<file path="src/rtl/dec_status_pkg.sv">
package dec_status_pkg;

    localparam int PORT_W  = 20;
    localparam int CNT_W   = 24;

    localparam int POS_DEMAND = 19;
    localparam int POS_IDX    = 17;
    localparam int POS_LAYER  = 12;
    localparam int POS_CRC    = 8;
    localparam int POS_SYNC   = 4;
    localparam int POS_SFREQ  = 2;
    localparam int POS_DEEMPH = 0;

    typedef enum logic [0:0] {
        MODE_BOOT = 1'b0,
        MODE_HOST = 1'b1
    } port_mode_e;

    typedef struct packed {
        logic [1:0] mpeg_idx;
        logic [1:0] layer;
        logic       crc_err;
        logic [1:0] sfreq;
        logic [1:0] deemph;
    } hdr_fields_t;

    localparam hdr_fields_t HDR_RESET = '{mpeg_idx: 2'b00, layer: 2'b00,
                                          crc_err: 1'b0, sfreq: 2'b00,
                                          deemph: 2'b00};

    function automatic logic [PORT_W-1:0] pack_word(input hdr_fields_t f,
                                                    input logic demand,
                                                    input logic sync);
        logic [PORT_W-1:0] w;
        w = '0;
        w[POS_DEMAND]          = demand;
        w[POS_IDX+1:POS_IDX]     = f.mpeg_idx;
        w[POS_LAYER+1:POS_LAYER] = f.layer;
        w[POS_CRC]             = f.crc_err;
        w[POS_SYNC]            = sync;
        w[POS_SFREQ+1:POS_SFREQ] = f.sfreq;
        w[POS_DEEMPH+1:POS_DEEMPH] = f.deemph;
        return w;
    endfunction

    function automatic logic [PORT_W-1:0] used_mask();
        hdr_fields_t ones;
        ones = '1;
        return pack_word(ones, 1'b1, 1'b1);
    endfunction

endpackage

</file>
<file path="src/rtl/dec_status_capture.sv">
module dec_status_capture
    import dec_status_pkg::*;
(
    input  logic        clk,
    input  logic        rst,
    input  logic        hdr_done_i,
    input  logic        demand_i,
    input  hdr_fields_t fields_i,
    output hdr_fields_t fields_q,
    output logic        demand_q
);

    always_ff @(posedge clk) begin
        if (rst) begin
            fields_q <= HDR_RESET;
            demand_q <= 1'b0;
        end else begin
            demand_q <= demand_i;
            if (hdr_done_i) begin
                fields_q <= fields_i;
            end
        end
    end

endmodule

</file>
<file path="src/rtl/dec_sync_flag.sv">
module dec_sync_flag (
    input  logic clk,
    input  logic rst,
    input  logic hdr_done_i,
    input  logic rd_cmd_i,
    output logic sync_q,
    output logic overrun_q
);

    logic set_now;
    logic clr_now;
    logic lost_now;

    always_comb begin
        set_now  = hdr_done_i;
        clr_now  = rd_cmd_i && !hdr_done_i;
        lost_now = hdr_done_i && sync_q && !rd_cmd_i;
    end

    always_ff @(posedge clk) begin
        if (rst) begin
            sync_q    <= 1'b0;
            overrun_q <= 1'b0;
        end else begin
            if (set_now) begin
                sync_q <= 1'b1;
            end else if (clr_now) begin
                sync_q <= 1'b0;
            end
            if (lost_now) begin
                overrun_q <= 1'b1;
            end else if (rd_cmd_i) begin
                overrun_q <= 1'b0;
            end
        end
    end

endmodule

</file>
<file path="src/rtl/dec_read_watchdog.sv">
module dec_read_watchdog #(
    parameter int CNT_W = 24
) (
    input  logic             clk,
    input  logic             rst,
    input  logic             start_i,
    input  logic             stop_i,
    input  logic [CNT_W-1:0] limit_i,
    output logic             late_q
);

    logic [CNT_W-1:0] count_q;
    logic             armed_q;
    logic [CNT_W-1:0] count_nx;

    always_comb begin
        count_nx = count_q + 1'b1;
    end

    always_ff @(posedge clk) begin
        if (rst) begin
            count_q <= '0;
            armed_q <= 1'b0;
            late_q  <= 1'b0;
        end else begin
            late_q <= 1'b0;
            if (start_i) begin
                count_q <= '0;
                armed_q <= 1'b1;
            end else if (stop_i) begin
                armed_q <= 1'b0;
            end else if (armed_q) begin
                count_q <= count_nx;
                if (count_nx == limit_i) begin
                    late_q  <= 1'b1;
                    armed_q <= 1'b0;
                end
            end
        end
    end

endmodule

</file>
<file path="src/rtl/dec_port_drive.sv">
module dec_port_drive
    import dec_status_pkg::*;
(
    input  logic              clk,
    input  logic              rst,
    input  logic              cfg_done_i,
    input  logic              req_i,
    input  logic              cs_n_i,
    input  logic [PORT_W-1:0] word_i,
    output logic [PORT_W-1:0] port_o,
    output logic              oe_o
);

    port_mode_e mode_q;

    always_ff @(posedge clk) begin
        if (rst) begin
            mode_q <= MODE_BOOT;
        end else if (cfg_done_i) begin
            mode_q <= MODE_HOST;
        end
    end

    always_comb begin
        oe_o = (mode_q == MODE_HOST) && req_i && !cs_n_i;
    end

    for (genvar b = 0; b < PORT_W; b++) begin : g_bit
        assign port_o[b] = oe_o ? word_i[b] : 1'b0;
    end

endmodule

</file>
<file path="src/rtl/dec_status_port.sv">
module dec_status_port
    import dec_status_pkg::*;
(
    input  logic              clk,
    input  logic              rst,
    input  logic              cfg_done_i,
    input  logic              req_i,
    input  logic              cs_n_i,
    input  logic              hdr_done_i,
    input  logic              demand_i,
    input  logic [1:0]        mpeg_idx_i,
    input  logic [1:0]        layer_i,
    input  logic              crc_err_i,
    input  logic [1:0]        sfreq_i,
    input  logic [1:0]        deemph_i,
    input  logic              rd_cmd_i,
    input  logic [CNT_W-1:0]  half_frame_i,
    output logic [PORT_W-1:0] port_o,
    output logic              port_oe_o,
    output logic              late_rd_o,
    output logic              overrun_o
);

    hdr_fields_t       fields_in;
    hdr_fields_t       fields_q;
    logic              demand_q;
    logic              sync_q;
    logic [PORT_W-1:0] word;

    always_comb begin
        fields_in.mpeg_idx = mpeg_idx_i;
        fields_in.layer    = layer_i;
        fields_in.crc_err  = crc_err_i;
        fields_in.sfreq    = sfreq_i;
        fields_in.deemph   = deemph_i;
    end

    dec_status_capture u_capture (
        .clk        (clk),
        .rst        (rst),
        .hdr_done_i (hdr_done_i),
        .demand_i   (demand_i),
        .fields_i   (fields_in),
        .fields_q   (fields_q),
        .demand_q   (demand_q)
    );

    dec_sync_flag u_sync (
        .clk        (clk),
        .rst        (rst),
        .hdr_done_i (hdr_done_i),
        .rd_cmd_i   (rd_cmd_i),
        .sync_q     (sync_q),
        .overrun_q  (overrun_o)
    );

    dec_read_watchdog #(.CNT_W(CNT_W)) u_wdog (
        .clk     (clk),
        .rst     (rst),
        .start_i (hdr_done_i),
        .stop_i  (rd_cmd_i),
        .limit_i (half_frame_i),
        .late_q  (late_rd_o)
    );

    always_comb begin
        word = pack_word(fields_q, demand_q, sync_q);
    end

    dec_port_drive u_drive (
        .clk        (clk),
        .rst        (rst),
        .cfg_done_i (cfg_done_i),
        .req_i      (req_i),
        .cs_n_i     (cs_n_i),
        .word_i     (word),
        .port_o     (port_o),
        .oe_o       (port_oe_o)
    );

endmodule

</file>
<file path="config.mk">
export PLATFORM = sky130hd
export DESIGN_NAME = dec_status_port
export DESIGN_NICKNAME = d
export VERILOG_FILES = /design/src/rtl/dec_status_pkg.sv /design/src/rtl/dec_status_capture.sv /design/src/rtl/dec_sync_flag.sv /design/src/rtl/dec_read_watchdog.sv /design/src/rtl/dec_port_drive.sv /design/src/rtl/dec_status_port.sv
export SDC_FILE = /design/constraint.sdc
export NUM_CORES = 1
export LEC_CHECK = 0
export ABC_AREA = 1
export BUFFER_PORTS_ARGS = -buffer_cell sky130_fd_sc_hd__buf_2
export CORE_ASPECT_RATIO = 1.5
export CORE_MARGIN = 2
export CORE_UTILIZATION = 45
export CTS_CLUSTER_SIZE = 25
export DETAILED_ROUTE_END_ITERATION = 7
export GPL_TIMING_DRIVEN = 0
export PLACE_DENSITY = 0.68
export SYNTH_ARGS = -nofsm -noshare
export SYNTH_HDL_FRONTEND = slang
export SYNTH_SLANG_ARGS = --single-unit
</file>
<file path="constraint.sdc">
create_clock -name clk -period 2.8 [get_ports clk]
set_input_delay 0.28 -clock clk [delete_from_list [all_inputs] [get_ports clk]]
set_output_delay 0.28 -clock clk [all_outputs]
set_load 0.01 [all_outputs]
</file>
==> reports/metrics.cfg, run 1 <==
[drt]
ant_nets=0
drt_first_iter_violations=187
drt_pre_antenna_iters=5
vias_per_cell=4.93
finalWirelength_um=7850
post-route-drc-count=0
vias=3124
avgRoutedWirePerCell_um=12.4

[clock_network]
clock-sinks=39
cts-root-to-sink-buffers=2
cts_tree=done
clk_transition_reported_paths_ns=0.08
cts-htree-levels=2
cts_made_buffers=5
holdBufCountCts=0
post-cts-setup-buffers=0
cts_resized=0
clock_insertion_delay_worst_skew_ns=0.30
cell_at_the_root_of_the_clock_tree=sky130_fd_sc_hd__clkbuf_8

[global_routing]
busiest_metal_layer_after_global_routing=met2
grt_start_max_net_pins=13
grt_pass1_wl_um=13200
globalRoute.totalOverflow=0
via_count_of_the_first_global_routing_pass=2956
grt.met3_usage=0.0434
groute.layer.met2.usage=0.445
grt_use_met1=0.240
globalRouteTotalUtil=0.234
antenna_found_initial=0

[place]
placed_cells=626
dp_hpwl_um=6350
placed_area_um2=3270
port_buffers=54
place.gp.congestion=0.906

[floorplan]
initial_core_util=0.466
core_um2=6170
std_cell_rows=35
top_level_ports=64
die_area_um2=7060
die_w_um=69.3
die_h_um=102

[cells_and_area]
post_layout_nonfiller_instances=634
layout-drive-gt1-share=0.161
areaGrowthSynthToFinish_pct=17.7
stdcell_area_um2=3390
antennaDiodeCount=0
fin_nets=601
final_core_utilization=0.549

[synthesis]
synth_top_family_by_area=simple AND/OR/NAND/NOR gates
synth_flop_cell=sky130_fd_sc_hd__dfxtp_1
synth-warning-count=0
postSynthCellCount=490
synth_simple_gate_area_frac=0.421
async_set_or_reset_register_ratio_after_synthesis=0
post_synth_xor_area_fraction=0.0278
synth_area_um2=2880
synth-compound-area-share=0.119
synth-adder-area-share=0.00435
post_synth.cell_area_avg_um2=5.87
ys_ff_latch=39
synth.yosys.seq_area_share=0.271
post_synth_edffs=0
synthMuxAreaShare=0
yosysUniqueCellTypes=30

[critical_path]
worstSetupPathType=reg2reg
timing.reg2reg.setup_slack_ns=0.64
cp-end-kind=flop
worstSetupStartpointType=flop
critical_path_peak_fanout=5
timing.critical_path.required_ns=2.99
crit_arrival_ns=2.35

[sta]
timing_max_transition_violations_final=0
min_period_over_period=0.771
timing.clock.skew_ns=0.00734
timing_worst_slew_pin_value_ns=0.643
timing.max_slew.rel_slack=0.569
setup_viol=0
grt_setup_unrepaired=false
timing.setup.tns_ns=0
final.min_clock_period_ns=2.16
fmaxAchievable_mhz=463
hold_viol_final=0

[power]
power_density_nw_per_um2=383
power.leakage_nw=1.77
ir_worst_vdd_uv=335

[job]
maxCapViolCount=0

[run_status]
status=finished, final reports clean

[hold_path]
timing.hold.worst.class=in2reg

-- layout by cell type (no fill, tap or decap), types with 2 or more instances in the layout --
master / synthesis / layout
sky130_fd_sc_hd__clkinv_1: 2 / 2
sky130_fd_sc_hd__nor2_2: 3 / 3
sky130_fd_sc_hd__xnor3_1: 2 / 2
sky130_fd_sc_hd__and2_1: 2 / 2
sky130_fd_sc_hd__nand2_1: 135 / 135
sky130_fd_sc_hd__buf_2: 2 / 56
sky130_fd_sc_hd__clkbuf_1: 7 / 7
sky130_fd_sc_hd__o21ai_0: 26 / 26
sky130_fd_sc_hd__xor2_1: 3 / 3
sky130_fd_sc_hd__nor3_1: 2 / 2
sky130_fd_sc_hd__inv_1: 89 / 89
sky130_fd_sc_hd__nor2_1: 53 / 53
sky130_fd_sc_hd__nand4_1: 5 / 5
sky130_fd_sc_hd__o211ai_1: 8 / 8
sky130_fd_sc_hd__buf_4: 9 / 9
sky130_fd_sc_hd__nor2_4: 4 / 4
sky130_fd_sc_hd__a21oi_1: 27 / 27
sky130_fd_sc_hd__nand2_2: 4 / 4
sky130_fd_sc_hd__nor3_2: 2 / 2
sky130_fd_sc_hd__clkbuf_8: 0 / 6
sky130_fd_sc_hd__nand3b_1: 5 / 5
sky130_fd_sc_hd__conb_1: 1 / 9
sky130_fd_sc_hd__nand3_1: 53 / 53
sky130_fd_sc_hd__dfxtp_1: 39 / 39
-- synth_stat cells (5+ instances only) --
library cell                 n  share of area
sky130_fd_sc_hd__a21oi_1    27          0.047
sky130_fd_sc_hd__buf_4       9          0.023
sky130_fd_sc_hd__clkbuf_1    7         0.0091
sky130_fd_sc_hd__dfxtp_1    39           0.27
sky130_fd_sc_hd__inv_1      89           0.12
sky130_fd_sc_hd__nand2_1   135           0.18
sky130_fd_sc_hd__nand3_1    53          0.092
sky130_fd_sc_hd__nand3b_1    5          0.013
sky130_fd_sc_hd__nand4_1     5          0.011
sky130_fd_sc_hd__nor2_1     53          0.069
sky130_fd_sc_hd__o211ai_1    8          0.021
sky130_fd_sc_hd__o21ai_0    26          0.045
-- where the power goes --
| part | internal [mW] | switching (mW) |
|---|---|---|
| combinational | 0.0780 | 0.116 |
| sequential | 0.576 | 0.0140 |
| clock | 0.289 | 0.225 |
-- area by class of cell --
class | instances | area (um^2)
fillers | 638 | 2790
multi-input cells | 350 | 1680
well taps | 74 | 92.6
clock buffers | 6 | 82.6
plain buffers | 18 | 104
inverters | 91 | 342
repair buffers | 54 | 270
flip-flops and latches | 39 | 781
clock inverters | 2 | 35.0
-- final timing paths --
kind,startpoint,cells past startpoint,endpoint
worst max-delay path,u_wdog.count_q[0],16,u_wdog.armed_q
worst min-delay path,demand_i,3,u_capture.demand_q
worst max register to register,u_wdog.count_q[0],16,u_wdog.armed_q
worst min register to register,u_capture.fields_q[7],2,u_capture.fields_q[7]
-- critical path: stages, from the launching register on --
cell,delay [ns]
sky130_fd_sc_hd__dfxtp_1,0.39
sky130_fd_sc_hd__ha_1,0.23
sky130_fd_sc_hd__nand2_2,0.10
sky130_fd_sc_hd__nor2_4,0.19
sky130_fd_sc_hd__nand2_2,0.14
sky130_fd_sc_hd__nor2_4,0.15
sky130_fd_sc_hd__nand2_1,0.09
sky130_fd_sc_hd__nand2_1,0.09
sky130_fd_sc_hd__nand2_1,0.05
sky130_fd_sc_hd__nand2_1,0.09
sky130_fd_sc_hd__nand2_1,0.06
sky130_fd_sc_hd__nor2_1,0.13
sky130_fd_sc_hd__nand2_1,0.07
sky130_fd_sc_hd__nor2_1,0.08
sky130_fd_sc_hd__nand2_1,0.06
sky130_fd_sc_hd__nand2_1,0.08
sky130_fd_sc_hd__a21oi_2,0.05
-- through the flow --
| step | power (mW) | hold slack [ns] | setup WS, ns |
|---|---|---|---|
| after CTS | 1.30 | 0.183 | 0.659 |
| final | 1.30 | 0.183 | 0.641 |
| after global routing | 1.35 | 0.193 | 0.426 |
| after detailed placement | 0.797 | 0.448 | 0.673 |
| after global placement | 0.792 | 0.448 | 0.689 |
| after floorplan | 0.724 | 0.342 | 1.03 |
-- sequential cells by signal (all words and copies together), names as in the netlist --
register	cells
u_wdog.armed_q	1
u_sync.overrun_q	1
u_wdog.count_q	24
u_drive.mode_q	1
u_sync.sync_q	1
u_capture.demand_q	1
u_capture.fields_q	9
u_wdog.late_q	1
-- logic make-up (layout without fill, tap and decap cells) --
kind of cell / Yosys count / after routing
adder cells (fa/ha/maj): 1 / 1
flip-flops: 39 / 39
other: 1 / 9
XOR/XNOR: 6 / 6
AO/OA/AOI/OAI: 63 / 63
buffers and inverters: 109 / 171
AND/OR/NAND/NOR: 271 / 271
-- routing by layer --
metal | vias up | part of all wire
met4 | 0 | 0.047
met2 | 99 | 0.50
met3 | 31 | 0.057
met5 | - | 0
met1 | 1338 | 0.40
li1 | 1656 | -
No activity file was read; power rests on OpenSTA's default activity.
==> run 2: changes to the inputs <==
--- a/config.mk
+++ b/config.mk
@@ -13,7 +13,7 @@
 export CTS_CLUSTER_SIZE = 25
 export DETAILED_ROUTE_END_ITERATION = 7
 export GPL_TIMING_DRIVEN = 0
-export PLACE_DENSITY = 0.68
+export PLACE_DENSITY = 0.71
 export SYNTH_ARGS = -nofsm -noshare
 export SYNTH_HDL_FRONTEND = slang
 export SYNTH_SLANG_ARGS = --single-unit
==> constraint.sdc (replaced) <==
create_clock -name clk -period 1.85 [get_ports clk]
set_input_delay 0.185 -clock clk [delete_from_list [all_inputs] [get_ports clk]]
set_output_delay 0.185 -clock clk [all_outputs]
set_load 0.01 [all_outputs]
==> reports/metrics.cfg, run 2 (same netlist as run 1, synthesis figures left out) <==
[floorplan]
std_cell_rows=35  ; unchanged
die_w_um=69.3  ; unchanged
die_area_um2=7060  ; unchanged
core_um2=6170  ; unchanged
die_h_um=102  ; unchanged
initial_core_util=0.466  ; unchanged
top_level_ports=64  ; unchanged

[power]
netSwitchingPower_uw=547  ; +54%
power.internal_mw=1.44  ; +52%
power.leakage_nw=1.92  ; +8.2%
power_frac_seq=0.450  ; -0.005
power.share.clock=0.389  ; -0.007
p_comb_frac=0.160  ; +0.010
switching_share_of_power=0.276  ; +0.00233
power_density_nw_per_um2=534  ; +39%
ir_worst_vdd_uv=396  ; +18%

[global_routing]
grt_pass1_wl_um=13500  ; +2.5%
antenna_found_initial=0  ; unchanged
globalRoute.totalOverflow=0  ; unchanged
globalRouteTotalUtil=0.240  ; +0.00617
grt_start_max_net_pins=13  ; unchanged
via_count_of_the_first_global_routing_pass=3145  ; +6.4%

[critical_path]
critical_path_buf_inv_count=2  ; +2
critical-path-max-stage-delay_ns=0.37  ; -0.02 ns
cp_top_delay_family=simple AND/OR/NAND/NOR gates
crit_arrival_ns=2.18  ; -0.17 ns
path_cells=buf_6 > nand2_4 > nor2_4 > buf_4 > nand3_1 > nand3_1 > nand2_1 > nor2_1 > nand3_1 > nor2_1 > nand2_1 > nor2_1 > nand2_1 > nand2_2 > a21oi_2
worstSetupStartpointType=flop
worstSetupPathType=reg2reg
critPathLaunch=u_wdog.count_q[1]
rr_startpoint=u_wdog.count_q[1]
critical_path_peak_fanout=6  ; +1
cp-end-kind=flop
slowest_stage=sky130_fd_sc_hd__dfxtp_4
timing.critical_path.required_ns=2.03  ; -0.96 ns

[drt]
vias_per_cell=5.10  ; +3.5%
post-route-drc-count=0  ; unchanged
drt_first_iter_violations=134  ; -28%
drt_pre_antenna_iters=7  ; +2
vias=3311  ; +6.0%
avgRoutedWirePerCell_um=13.3  ; +7.4%
ant_nets=0  ; unchanged
finalWirelength_um=8620  ; +9.9%

[cells_and_area]
fillers=621  ; -2.7%
multi_input_area_um2=1860  ; +11%
final_core_utilization=0.601  ; +0.0527
regMostFlops=u_wdog.count_q
fin_nets=616  ; +2.5%
post_layout_nonfiller_instances=649  ; +2.4%
areaGrowthSynthToFinish_pct=29.1
antennaDiodeCount=0  ; unchanged
largest_reg_flops=24  ; unchanged
layout.cells.most_common=sky130_fd_sc_hd__nand2_1
layout.area.seq_um2=802  ; +2.7%
mostFrequentLayoutCells=sky130_fd_sc_hd__nand2_1 (111), sky130_fd_sc_hd__inv_1 (89), sky130_fd_sc_hd__buf_2 (56)
layout-drive-gt1-share=0.283  ; +0.123
largest_registers=u_wdog.count_q x24, u_capture.fields_q x9

[sta]
timing.setup.tns_ns=-0.220  ; -0.220 ns
final.min_clock_period_ns=2.00  ; -0.157 ns
timing.clock.skew_ns=0.00868  ; +0.00134 ns
post-route-worst-setup-slack_ns=-0.152  ; -0.793 ns
grt_setup_unrepaired=true
hold_viol_final=0  ; unchanged
min_period_over_period=1.08  ; +0.311
timing.max_slew.rel_slack=0.571  ; +0.00147
setup_viol=2  ; +2
timing_max_transition_violations_final=0  ; unchanged
timing_worst_slew_pin_value_ns=0.641  ; -0.00220 ns
fmaxAchievable_mhz=500  ; +7.9%

[clock_network]
cts_tree=done
clock-sinks=39  ; unchanged
cts_made_buffers=5  ; unchanged
cts-htree-levels=2  ; unchanged
cts-root-to-sink-buffers=2  ; unchanged
clock_insertion_delay_worst_skew_ns=0.30  ; about the same
clk_transition_reported_paths_ns=0.08  ; about the same
holdBufCountCts=0  ; unchanged
cell_at_the_root_of_the_clock_tree=sky130_fd_sc_hd__clkbuf_8

[hold_path]
timing.hold.worst.class=in2reg
hp-start=demand_i

[place]
preCtsSetupSlack_ns=-0.299  ; -0.972 ns
placed_cells=626  ; unchanged
place.gp.congestion=0.940  ; +3.8%
dp_hpwl_um=6370  ; +0.39%
port_buffers=54  ; unchanged

[run_status]
status=finished, violations left
failed_checks=setup timing

[job]
maxCapViolCount=0  ; unchanged

## run 2: area by class of cell
| cell class | instances | share of cell area |
|---|---|---|
| inverters | 91 | 0.0920 |
| flip-flops and latches | 39 | 0.216 |
| well taps | 74 | 0.0249 |
| repair buffers | 69 | 0.105 |
| plain buffers | 18 | 0.0280 |
| clock inverters | 2 | 0.00944 |
| multi-input cells | 350 | 0.502 |
| clock buffers | 6 | 0.0222 |
## run 2: worst paths after layout
path / slack, ns / cells after the start / endpoint
min: 0.09 / 3 / u_capture.demand_q
max reg2reg: -0.15 / 15 / u_wdog.armed_q
min reg2reg: 0.46 / 2 / u_capture.fields_q[8]
max: -0.15 / 15 / u_wdog.armed_q
## run 2: worst reg2reg max path, delay by kind of cell, from the launching register on
kind	cells	cell delay (ns)
compound gates	1	0.05
buf+inv	2	0.25
flops	1	0.37
simple gates	12	1.20
## run 2: metrics by stage
stage	area (um^2)	total power [mW]	hold slack (ns)
5_1_grt	3710	2.06	0.0942
2_1_floorplan	2910	1.10	0.247
3_3_place_gp	3270	1.20	0.390
3_5_place_dp	3270	1.21	0.395
4_1_cts	3550	1.97	0.0859
6_report	3710	1.98	0.0884
## run 2: timing repair
action / CTS / global route
gates resized for setup: 32 / 38
pin swaps: 23 / 24
setup endpoints to repair: 2 / 3
setup buffers: 9 / 6
## run 2: routing by layer
metal	share of wire	wire length (um)	GRT usage	vias up
met5	0	0	0	-
met4	0.056	479	0.170	0
met3	0.056	485	0.0444	39
met2	0.51	4420	0.463	134
met1	0.38	3240	0.227	1453
li1	-	-	-	1685
## run 2: power by group through the flow
stage                     Clock, mW  Combinational (mW)  Sequential, mW
after floorplan                   0               0.188           0.907
after global placement            0               0.287           0.912
after detailed placement          0               0.292           0.913
after CTS                     0.778               0.303           0.892
after global routing          0.804               0.355           0.897
final                         0.772               0.318           0.893
==> run 3: changes to the inputs <==
--- a/config.mk
+++ b/config.mk
@@ -10,6 +10,7 @@
 export CORE_ASPECT_RATIO = 1.5
 export CORE_MARGIN = 2
 export CORE_UTILIZATION = 45
+export CTS_BUF_LIST = sky130_fd_sc_hd__clkbuf_4
 export CTS_CLUSTER_SIZE = 25
 export DETAILED_ROUTE_END_ITERATION = 7
 export GPL_TIMING_DRIVEN = 0
==> constraint.sdc (replaced) <==
create_clock -name clk -period 1.85 [get_ports clk]
set_input_delay 0.185 -clock clk [delete_from_list [all_inputs] [get_ports clk]]
set_output_delay 0.185 -clock clk [all_outputs]
set_load 0.02 [all_outputs]
==> reports/metrics.cfg, run 3 (same netlist as run 1, synthesis figures left out) <==
[cells_and_area]
regMostFlops=u_wdog.count_q
antennaDiodeCount=0  ; unchanged
stdcell_area_um2=3570  ; -3.9%
mostFrequentLayoutCells=sky130_fd_sc_hd__nand2_1 (119), sky130_fd_sc_hd__inv_1 (89), sky130_fd_sc_hd__buf_2 (56)
fin_nets=612  ; -0.65%
largest_registers=u_wdog.count_q x24, u_capture.fields_q x9
largest_reg_flops=24  ; unchanged
areaGrowthSynthToFinish_pct=24.1
layout.cells.most_common=sky130_fd_sc_hd__nand2_1
post_layout_nonfiller_instances=645  ; -0.62%
layout-drive-gt1-share=0.242  ; -0.0418

[place]
dp_hpwl_um=6370  ; unchanged
placed_area_um2=3270  ; unchanged
placed_cells=626  ; unchanged
place.gp.congestion=0.940  ; unchanged
port_buffers=54  ; unchanged

[global_routing]
antenna_found_initial=0  ; unchanged
via_count_of_the_first_global_routing_pass=3109  ; -1.1%
globalRoute.totalOverflow=0  ; unchanged
globalRouteTotalUtil=0.239  ; -0.00104
grt_start_max_net_pins=13  ; unchanged
grt_pass1_wl_um=13500  ; -0.31%

[critical_path]
critical-path-top-cell-by-count=sky130_fd_sc_hd__nand2_2
critical_path_buf_inv_count=0  ; -2
rr_startpoint=u_wdog.count_q[0]
critPathLaunch=u_wdog.count_q[0]
timing.critical_path.required_ns=2.10  ; +0.07 ns
worstSetupPathType=reg2reg
worstSetupStartpointType=flop
cp-end-kind=flop
critical-path-max-stage-delay_ns=0.39  ; +0.02 ns
critical_path_peak_fanout=4  ; -2
cp_top_delay_family=simple AND/OR/NAND/NOR gates
path_cells=ha_4 > nand2_4 > nor2_4 > nand2_2 > nor2_4 > nand2_2 > nand2_2 > nand2_1 > nand2_2 > nand2_1 > nor2_2 > nand2_1 > nor2_1 > nand2_1 > nand2_2 > a21oi_2
slowest_stage=sky130_fd_sc_hd__dfxtp_4
crit_arrival_ns=2.22  ; +0.04 ns

[drt]
vias_per_cell=5.07  ; -0.66%
vias=3269  ; -1.3%
drt_first_iter_violations=114  ; -15%
drt_pre_antenna_iters=6  ; -1
post-route-drc-count=0  ; unchanged
avgRoutedWirePerCell_um=12.9  ; -3.3%
ant_nets=0  ; unchanged
finalWirelength_um=8290  ; -3.9%

[sta]
timing.setup.tns_ns=-0.195  ; +0.0251 ns
hold_viol_final=0  ; unchanged
min_period_over_period=1.07  ; -0.0151
setup_viol=2  ; unchanged
grt_setup_unrepaired=true
timing_worst_slew_pin_value_ns=0.620  ; -0.0214 ns
fmaxAchievable_mhz=507  ; +1.4%
timing_max_transition_violations_final=0  ; unchanged
final.min_clock_period_ns=1.97  ; -0.0279 ns
timing.clock.skew_ns=0.0125  ; +0.00387 ns
post-route-worst-setup-slack_ns=-0.124  ; +0.0279 ns
timing.max_slew.rel_slack=0.587  ; +0.0158

[clock_network]
cts-htree-levels=2  ; unchanged
clk_transition_reported_paths_ns=0.13  ; +0.05 ns
cell_at_the_root_of_the_clock_tree=sky130_fd_sc_hd__clkbuf_4
holdBufCountCts=0  ; unchanged
cts_tree=done
cts_made_buffers=5  ; unchanged
cts-root-to-sink-buffers=2  ; unchanged
clock_insertion_delay_worst_skew_ns=0.36  ; +0.06 ns
clock-sinks=39  ; unchanged

[job]
maxCapViolCount=0  ; unchanged

[run_status]
failed_checks=setup timing
status=finished, violations left

[power]
power_density_nw_per_um2=510  ; -4.5%
power.leakage_nw=1.86  ; -2.9%
ir_worst_vdd_uv=384  ; -2.9%

[floorplan]
std_cell_rows=35  ; unchanged
die_w_um=69.3  ; unchanged
initial_core_util=0.466  ; unchanged
core_um2=6170  ; unchanged
top_level_ports=64  ; unchanged
die_area_um2=7060  ; unchanged
die_h_um=102  ; unchanged

[hold_path]
timing.hold.worst.class=in2reg
hp-start=demand_i

run 3: cell count changes in the layout (fill, tap and decap cells not counted), sizes merged:
cell	previous run	this run
clkinv	3	4
clkbuf	13	12
buf	80	76
run 3: cell type report:
class / count / area (um^2)
fill: 652 / 2610
multi-input combinational: 350 / 1800
sequential: 39 / 796
timing repair buffer: 65 / 357
inverter: 91 / 342
buffer: 18 / 104
tap: 74 / 92.6
clock inverter: 3 / 38.8
clock buffer: 5 / 37.5
run 3: power breakdown:
part | internal [mW] | switching [mW] | total (mW)
clock network | 0.278 | 0.323 | 0.602
registers | 0.872 | 0.0223 | 0.895
logic | 0.128 | 0.195 | 0.323
total | 1.28 | 0.541 | 1.82
run 3: repair_timing:
action                                  4_1_cts  5_1_grt
buffers inserted                             10        1
gates cloned                                  0        0
resized for setup                            29       17
hold endpoints to repair                      0        0
endpoints found under the setup margin        2        3
pin swaps                                    20        8
run 3: final timing paths:
path                      endpoint  slack [ns]  cells past startpoint
min             u_capture.demand_q        0.02                      3
max                 u_wdog.armed_q       -0.12                     16
max reg2reg         u_wdog.armed_q       -0.12                     16
min reg2reg  u_capture.fields_q[5]        0.46                      2
run 3: metal layers:
layer | track usage | wire length, um
met1 | 0.229 | 3130
met2 | 0.467 | 4200
met3 | 0.0385 | 512
met4 | 0.161 | 442
met5 | 0 | 0
run 3: worst register-to-register path: stages (launching register included):
cell	delay (ns)
sky130_fd_sc_hd__dfxtp_4	0.39
sky130_fd_sc_hd__ha_4	0.15
sky130_fd_sc_hd__nand2_4	0.05
sky130_fd_sc_hd__nor2_4	0.19
sky130_fd_sc_hd__nand2_2	0.11
sky130_fd_sc_hd__nor2_4	0.14
sky130_fd_sc_hd__nand2_2	0.07
sky130_fd_sc_hd__nand2_2	0.09
sky130_fd_sc_hd__nand2_1	0.08
sky130_fd_sc_hd__nand2_2	0.07
sky130_fd_sc_hd__nand2_1	0.07
sky130_fd_sc_hd__nor2_2	0.11
sky130_fd_sc_hd__nand2_1	0.06
sky130_fd_sc_hd__nor2_1	0.10
sky130_fd_sc_hd__nand2_1	0.07
sky130_fd_sc_hd__nand2_2	0.07
sky130_fd_sc_hd__a21oi_2	0.05
run 3: through the flow:
stage	setup slack (ns)	utilization	power (mW)	hold slack, ns
floorplan	0.0819	-	1.11	0.247
global placement	-0.264	0.529	1.21	0.390
detailed placement	-0.299	0.529	1.22	0.395
CTS	-0.121	0.569	1.82	0.0177
global route	-0.249	0.578	1.89	0.0214
finish	-0.124	0.578	1.82	0.0210
